`config.mk`:
```
export PLATFORM = sky130hd
export DESIGN_NAME = rtc_calendar
export DESIGN_NICKNAME = d
export VERILOG_FILES = /design/src/rtl/rtc_pkg.sv /design/src/rtl/rtc_tick_edge.sv /design/src/rtl/rtc_advance.sv /design/src/rtl/rtc_alarm_cmp.sv /design/src/rtl/rtc_calendar.sv
export SDC_FILE = /design/constraint.sdc
export NUM_CORES = 1
export LEC_CHECK = 0
export ABC_CLOCK_PERIOD_IN_PS = 3200
export BUFFER_PORTS_ARGS = -buffer_cell sky130_fd_sc_hd__buf_2
export CORE_MARGIN = 3
export CORE_UTILIZATION = 30
export DETAILED_ROUTE_END_ITERATION = 12
export GPL_ROUTABILITY_DRIVEN = 1
export PLACE_DENSITY = 0.56
export SLEW_MARGIN = 20
export SYNTH_ARGS = -nofsm -noshare
export SYNTH_HDL_FRONTEND = slang
export SYNTH_SLANG_ARGS = --single-unit
export TNS_END_PERCENT = 20
```
`constraint.sdc`:
```
create_clock -name clk -period 3.2 [get_ports clk]
set_input_delay 0.8 -clock clk [delete_from_list [all_inputs] [get_ports clk]]
set_output_delay 0.8 -clock clk [all_outputs]
set_load 0.01 [all_outputs]
```
`src/rtl/rtc_pkg.sv`:
```
package rtc_pkg;
    localparam int SEC_W  = 6;
    localparam int MIN_W  = 6;
    localparam int HR_W   = 5;
    localparam int DAY_W  = 5;
    localparam int MON_W  = 4;
    localparam int YR_W   = 6;
    localparam int SEL_W  = 3;
    localparam int WORD_W = SEC_W + MIN_W + HR_W + DAY_W + MON_W + YR_W;
    localparam int MIN_LO = SEC_W;
    localparam int HR_LO  = MIN_LO + MIN_W;
    localparam int DAY_LO = HR_LO + HR_W;
    localparam int MON_LO = DAY_LO + DAY_W;
    localparam int YR_LO  = MON_LO + MON_W;

    typedef struct packed {
        logic [YR_W-1:0]  year;
        logic [MON_W-1:0] month;
        logic [DAY_W-1:0] day;
        logic [HR_W-1:0]  hour;
        logic [MIN_W-1:0] minute;
        logic [SEC_W-1:0] second;
    } cal_t;

    function automatic cal_t cal_start(input logic h12);
        cal_t c;
        c        = '0;
        c.day    = DAY_W'(1);
        c.month  = MON_W'(1);
        c.hour   = h12 ? HR_W'(12) : HR_W'(0);
        return c;
    endfunction

    function automatic logic [DAY_W-1:0] month_len(input logic [MON_W-1:0] mon,
                                                   input logic [YR_W-1:0] yr);
        logic [DAY_W-1:0] n;
        case (mon)
            MON_W'(2):  n = (yr[1:0] == 2'b00) ? DAY_W'(29) : DAY_W'(28);
            MON_W'(4), MON_W'(6), MON_W'(9), MON_W'(11): n = DAY_W'(30);
            default:    n = DAY_W'(31);
        endcase
        return n;
    endfunction

    function automatic int sel_width(input logic [SEL_W-1:0] sel);
        int w;
        case (sel)
            SEL_W'(1): w = MIN_LO;
            SEL_W'(2): w = HR_LO;
            SEL_W'(3): w = DAY_LO;
            SEL_W'(4): w = MON_LO;
            SEL_W'(5): w = YR_LO;
            SEL_W'(6): w = WORD_W;
            default:   w = 0;
        endcase
        return w;
    endfunction
endpackage

```
`src/rtl/rtc_tick_edge.sv`:
```
module rtc_tick_edge (
    input  logic clk,
    input  logic rst_n,
    input  logic tick,
    input  logic run_en,
    output logic adv
);
    logic prev_d, prev_q;

    always_comb begin
        prev_d = tick;
        adv    = run_en & tick & ~prev_q;
    end

    always_ff @(posedge clk or negedge rst_n) begin
        if (!rst_n) prev_q <= 1'b1;
        else        prev_q <= prev_d;
    end
endmodule

```
`src/rtl/rtc_advance.sv`:
```
module rtc_advance
    import rtc_pkg::*;
(
    input  cal_t cur,
    input  logic hour12,
    output cal_t nxt,
    output logic wrapped
);
    logic             c_min, c_hr, c_day, c_mon, c_yr;
    logic [3:0]       h;
    logic             pm;
    logic [DAY_W-1:0] dim;

    always_comb begin
        nxt   = cur;
        h     = cur.hour[3:0];
        pm    = cur.hour[4];
        dim   = month_len(cur.month, cur.year);
        c_min = (cur.second == SEC_W'(59));
        c_hr  = c_min && (cur.minute == MIN_W'(59));
        c_day = c_hr && (hour12 ? (h == 4'd11 && pm) : (cur.hour == HR_W'(23)));
        c_mon = c_day && (cur.day == dim);
        c_yr  = c_mon && (cur.month == MON_W'(12));

        nxt.second = c_min ? '0 : cur.second + SEC_W'(1);
        if (c_min) nxt.minute = c_hr ? '0 : cur.minute + MIN_W'(1);
        if (c_hr) begin
            if (hour12) begin
                if (h == 4'd11)      nxt.hour = {~pm, 4'd12};
                else if (h == 4'd12) nxt.hour = {pm, 4'd1};
                else                 nxt.hour = {pm, h + 4'd1};
            end else begin
                nxt.hour = c_day ? '0 : cur.hour + HR_W'(1);
            end
        end
        if (c_day) nxt.day   = c_mon ? DAY_W'(1) : cur.day + DAY_W'(1);
        if (c_mon) nxt.month = c_yr ? MON_W'(1) : cur.month + MON_W'(1);
        if (c_yr)  nxt.year  = cur.year + YR_W'(1);
        wrapped = c_yr && (cur.year == {YR_W{1'b1}});
    end
endmodule

```
`src/rtl/rtc_alarm_cmp.sv`:
```
module rtc_alarm_cmp
    import rtc_pkg::*;
(
    input  logic [WORD_W-1:0] cur,
    input  logic [WORD_W-1:0] alarm,
    input  logic [SEL_W-1:0]  sel,
    output logic              match
);
    logic [WORD_W-1:0] mask;
    int                width;

    always_comb begin
        width = sel_width(sel);
        for (int i = 0; i < WORD_W; i++) mask[i] = (i < width);
        match = (width != 0) && (((cur ^ alarm) & mask) == '0);
    end
endmodule

```
`src/rtl/rtc_calendar.sv`:
```
module rtc_calendar
    import rtc_pkg::*;
(
    input  logic              clk,
    input  logic              rst_n,
    input  logic              run_en,
    input  logic              tick,
    input  logic              cfg_wr,
    input  logic              cfg_hour12,
    input  logic              cfg_mclr,
    input  logic [SEL_W-1:0]  cfg_msel,
    input  logic              time_wr,
    input  logic [WORD_W-1:0] time_wdata,
    input  logic              alarm_wr,
    input  logic [WORD_W-1:0] alarm_wdata,
    input  logic [1:0]        flag_clr,
    output logic [WORD_W-1:0] time_value,
    output logic              alarm_flag,
    output logic              ovf_flag,
    output logic              hour12_mode
);
    typedef struct packed {
        cal_t              cal;
        logic [WORD_W-1:0] alarm;
        logic              hour12;
        logic              mclr;
        logic [SEL_W-1:0]  msel;
        logic              aflag;
        logic              oflag;
    } state_t;

    state_t s_d, s_q;
    logic   adv, match, wrapped;
    cal_t   cal_nxt;

    rtc_tick_edge i_edge (
        .clk    (clk),
        .rst_n  (rst_n),
        .tick   (tick),
        .run_en (run_en),
        .adv    (adv)
    );

    rtc_advance i_adv (
        .cur     (s_q.cal),
        .hour12  (s_q.hour12),
        .nxt     (cal_nxt),
        .wrapped (wrapped)
    );

    rtc_alarm_cmp i_cmp (
        .cur   (s_q.cal),
        .alarm (s_q.alarm),
        .sel   (s_q.msel),
        .match (match)
    );

    always_comb begin
        s_d = s_q;
        if (cfg_wr) begin
            s_d.mclr = cfg_mclr;
            s_d.msel = cfg_msel;
            if (!run_en) s_d.hour12 = cfg_hour12;
        end
        if (alarm_wr)    s_d.alarm = alarm_wdata;
        if (flag_clr[0]) s_d.aflag = 1'b0;
        if (flag_clr[1]) s_d.oflag = 1'b0;
        if (adv) begin
            if (match) s_d.aflag = 1'b1;
            if (match && s_q.mclr) begin
                s_d.cal   = cal_start(s_q.hour12);
                s_d.oflag = 1'b1;
            end else begin
                s_d.cal = cal_nxt;
                if (wrapped) s_d.oflag = 1'b1;
            end
        end
        if (time_wr) s_d.cal = time_wdata;
    end

    always_ff @(posedge clk or negedge rst_n) begin
        if (!rst_n) begin
            s_q        <= '0;
            s_q.cal    <= cal_start(1'b0);
        end else begin
            s_q <= s_d;
        end
    end

    assign time_value  = s_q.cal;
    assign alarm_flag  = s_q.aflag;
    assign ovf_flag    = s_q.oflag;
    assign hour12_mode = s_q.hour12;

    p_hold_when_off_r1: assert property (@(posedge clk) disable iff (!rst_n)
        (!run_en && !time_wr) |=> $stable(time_value));

    p_mode_locked_r7: assert property (@(posedge clk) disable iff (!rst_n)
        (run_en && cfg_wr) |=> $stable(hour12_mode));

    p_wrap_ovf_r6: assert property (@(posedge clk) disable iff (!rst_n)
        (adv && wrapped && !match && !time_wr) |=> (ovf_flag && time_value[MON_LO +: MON_W] == MON_W'(1)
                                                   && time_value[DAY_LO +: DAY_W] == DAY_W'(1)));

    p_clear_match_r10: assert property (@(posedge clk) disable iff (!rst_n)
        (adv && match && s_q.mclr) |=> (alarm_flag && ovf_flag));

    p_write_wins_r12: assert property (@(posedge clk) disable iff (!rst_n)
        time_wr |=> (time_value == $past(time_wdata)));
endmodule

```
==> flow_summary.toml <==
[route]
vias = 3778
drc = 0
ant_nets = 0
drt_pre_antenna_iters = 4
via_per_inst = 5.18
drt_iter0_markers = 277
wl_um = 13100
wl_per_cell_um = 18.0

[worst_setup_path]
critPathMaxFanout = 21
worstSetupEndpointType = "flop"
cp.required_ps = 3430
reg2reg_to = "time_value[2]$_DFFE_PN0P_"
reg2reg_from = "time_value[25]$_DFFE_PN0P_"
worstSetupPathType = "reg2reg"
startpoint_type = "flop"
r2r_slack_ps = 470
cp.arrival_ps = 2960
worstRegToRegCells = 8
crit_end = "time_value[2]$_DFFE_PN0P_"
crit_start = "time_value[25]$_DFFE_PN0P_"

[placement]
portBuffers = 112
gp_congestion = 0.885
dp_cells = 715
place_ws_ps = 483
placed_cell_area_sq_um = 5140
dp_hpwl_um = 10000

[floorplanning]
core_sq_um = 14800
start_util_pct = 31.2
die_x_um = 130
placementRows = 44
die_h_um = 130
io_pins = 113
dieArea_sq_um = 16900

[global_routing]
grt_pass1_wl_um = 21000
grt_max_degree = 38
track_usage_pct = 16.2
grt.overflow.total = 0
grt_antenna_before_repair = 0
grt_pass1_vias = 3756

[timing]
hold_viol = 0
totalNegativeSetupSlack_ps = 0
finClkSkew_ps = 6.33
finalSetupViolCount = 0
fmax_mhz = 366
worstMarginPinSlew_ps = 754
slew_viol_final = 0
fin_ws_ps = 471
post-route-period-util_pct = 85.3
rsz0062_at_grt = "false"
timing.final.crit_period_ps = 2730
relSlewSlack_pct = 49.7

[synthesis]
synth_seq_cells = 72
synth_edf_count = 0
async_flop_share_pct = 100
syn-num-nets = 551
yosys-top-cells-area = "dfrtp_1, mux2_2, buf_4"
syn_area_per_cell_sq_um = 9.97
seq_area_frac_synth_pct = 39.2
yosysTopAreaCellShare_pct = 37.5
synth_area_sq_um = 4600
synth-main-ff-cell = "dfrtp_1"
ys_types = 75
synthCells = 462
ys_warn_count = 0
yosys.area.top_type = "dfrtp_1"

[cts]
cts.repair.resized = 0
cts_setup_buffers = 0
hold_buffers = 0
clk-insertion-delay-late_ps = 340
clockRootBuffer = "clkbuf_16"
cts_sinks = 72
htree_levels = 3
cts_buffer_depth = 2
clk_pin_slew_ps = 60
cts_tree = "yes"
numCtsBuffers = 9

[final_layout]
layout.nets = 631
insertedDiodeCount = 0
final_cells = 730
syn2layout_area_growth_pct = 17.6
utilization_pct = 36.7
nFillCells = 1500
drive_gt1_share_pct = 36.1
final_area_sq_um = 5420

[worst_hold_path]
hold_depth = 1
hold_path_class = "reg2reg"

[flow_run]
max_cap_viol_count = 0

[power]
p_leak_nw = 2.35
pwr_density_cell_nw_per_um2 = 515
ir_drop_v = 0.000206

[run_status]
status = "finished, final reports clean"
-- metrics by stage --
stage / hold slack (ps) / power, W
finish: 522 / 0.00279
global route: 549 / 0.00298
CTS: 530 / 0.00283
detailed placement: 519 / 0.00186
global placement: 512 / 0.00185
floorplan: 501 / 0.00167
-- area by class of cell --
type	instances	area [sq um]	share of cell area, %
Inverter	18	67.6	1.25
Tap cell	184	230	4.25
Timing Repair Buffer	124	663	12.2
Sequential cell	72	1810	33.3
Multi-Input combinational cell	317	2370	43.8
Clock buffer	15	278	5.13
-- cell usage in the layout (no fill, tap or decap), drive strengths merged, types with 4 or more instances in the layout --
master	count
o211ai	5
a2bb2oi	5
inv	17
mux2	36
a32oi	5
and2	6
clkbuf	15
a31oi	13
xnor2	26
a21oi	16
buf	124
nand2	22
nand3	31
a22oi	4
nand4	8
ha	11
nor3	8
or3	5
nor4	6
nor2	24
o21ai	20
nor3b	5
a21o	4
mux2i	4
dfrtp	69
xor2	7
-- power breakdown --
group,total (W),internal [W],switching (W)
Sequential,0.00118,0.00102,0.000156
Combinational,0.000666,0.000326,0.000340
Clock,0.000948,0.000585,0.000363
-- per-layer routing --
| layer | up-vias | track usage, % | part of all wire (%) |
|---|---|---|---|
| met1 | 1814 | 21.7 | 45 |
| met4 | 0 | 5.99 | 2.4 |
| met2 | 126 | 24.9 | 46 |
| li1 | 1815 | - | - |
| met3 | 23 | 4.95 | 6.7 |
| met5 | - | 0 | 0 |
-- cell families after synthesis --
kind of cell / synth area share [%]
AOI/OAI and AO/OA: 16.0
xor gates and xnor gates: 6.28
adders and majority gates: 2.99
buffers and inverters: 9.29
DFF: 39.2
muxes: 9.67
and+or+nand+nor: 16.6
-- critical path: stages, from the launching register on --
cell       delay [ps]
dfrtp_1           470
xnor2_1           250
nand4_1           140
a2111oi_0         450
a31o_2            260
and4_4            450
nor2_1            170
a31o_2            270
o22a_1            150
-- registers in the layout, indices dropped and copies added, names as in the netlist --
register / count
s_q: 36
ovf_flag: 1
alarm_flag: 1
hour12_mode: 1
i_edge.prev_q: 1
time_value: 32
-- synthesized netlist by cell type (all sizes together), types with 2 or more instances --
master   number
a21boi        3
a21o          4
a21oi        16
a22oi         4
a2bb2oi       5
a31o          3
a31oi        13
a32oi         5
and2          6
and3          2
buf          45
clkbuf       10
dfrtp        69
dfstp         3
ha           11
inv          17
mux2         36
mux2i         4
nand2        22
nand2b        3
nand3        31
nand4         8
nor2         24
nor2b         2
nor3          8
nor3b         5
nor4          6
o211ai        5
o21a          2
o21ai        20
o2bb2ai       2
o311ai        2
o31ai         2
o32ai         2
o41ai         3
or2           2
or3           5
xnor2        26
xor2          7
-- how the worst min path moves through the flow --
| stage | start | endpoint |
|---|---|---|
| detailed placement | s_q[16]$_DFFE_PN0P_ | s_q[16]$_DFFE_PN0P_ |
| global route | s_q[25]$_DFFE_PN0P_ | s_q[25]$_DFFE_PN0P_ |
| global placement | s_q[34]$_DFFE_PN0P_ | s_q[34]$_DFFE_PN0P_ |
| finish | s_q[16]$_DFFE_PN0P_ | s_q[16]$_DFFE_PN0P_ |
| floorplan | rst_n | alarm_flag$_DFF_PN0_ |
| CTS | s_q[34]$_DFFE_PN0P_ | s_q[34]$_DFFE_PN0P_ |
Power figures use the tool's default switching activity.
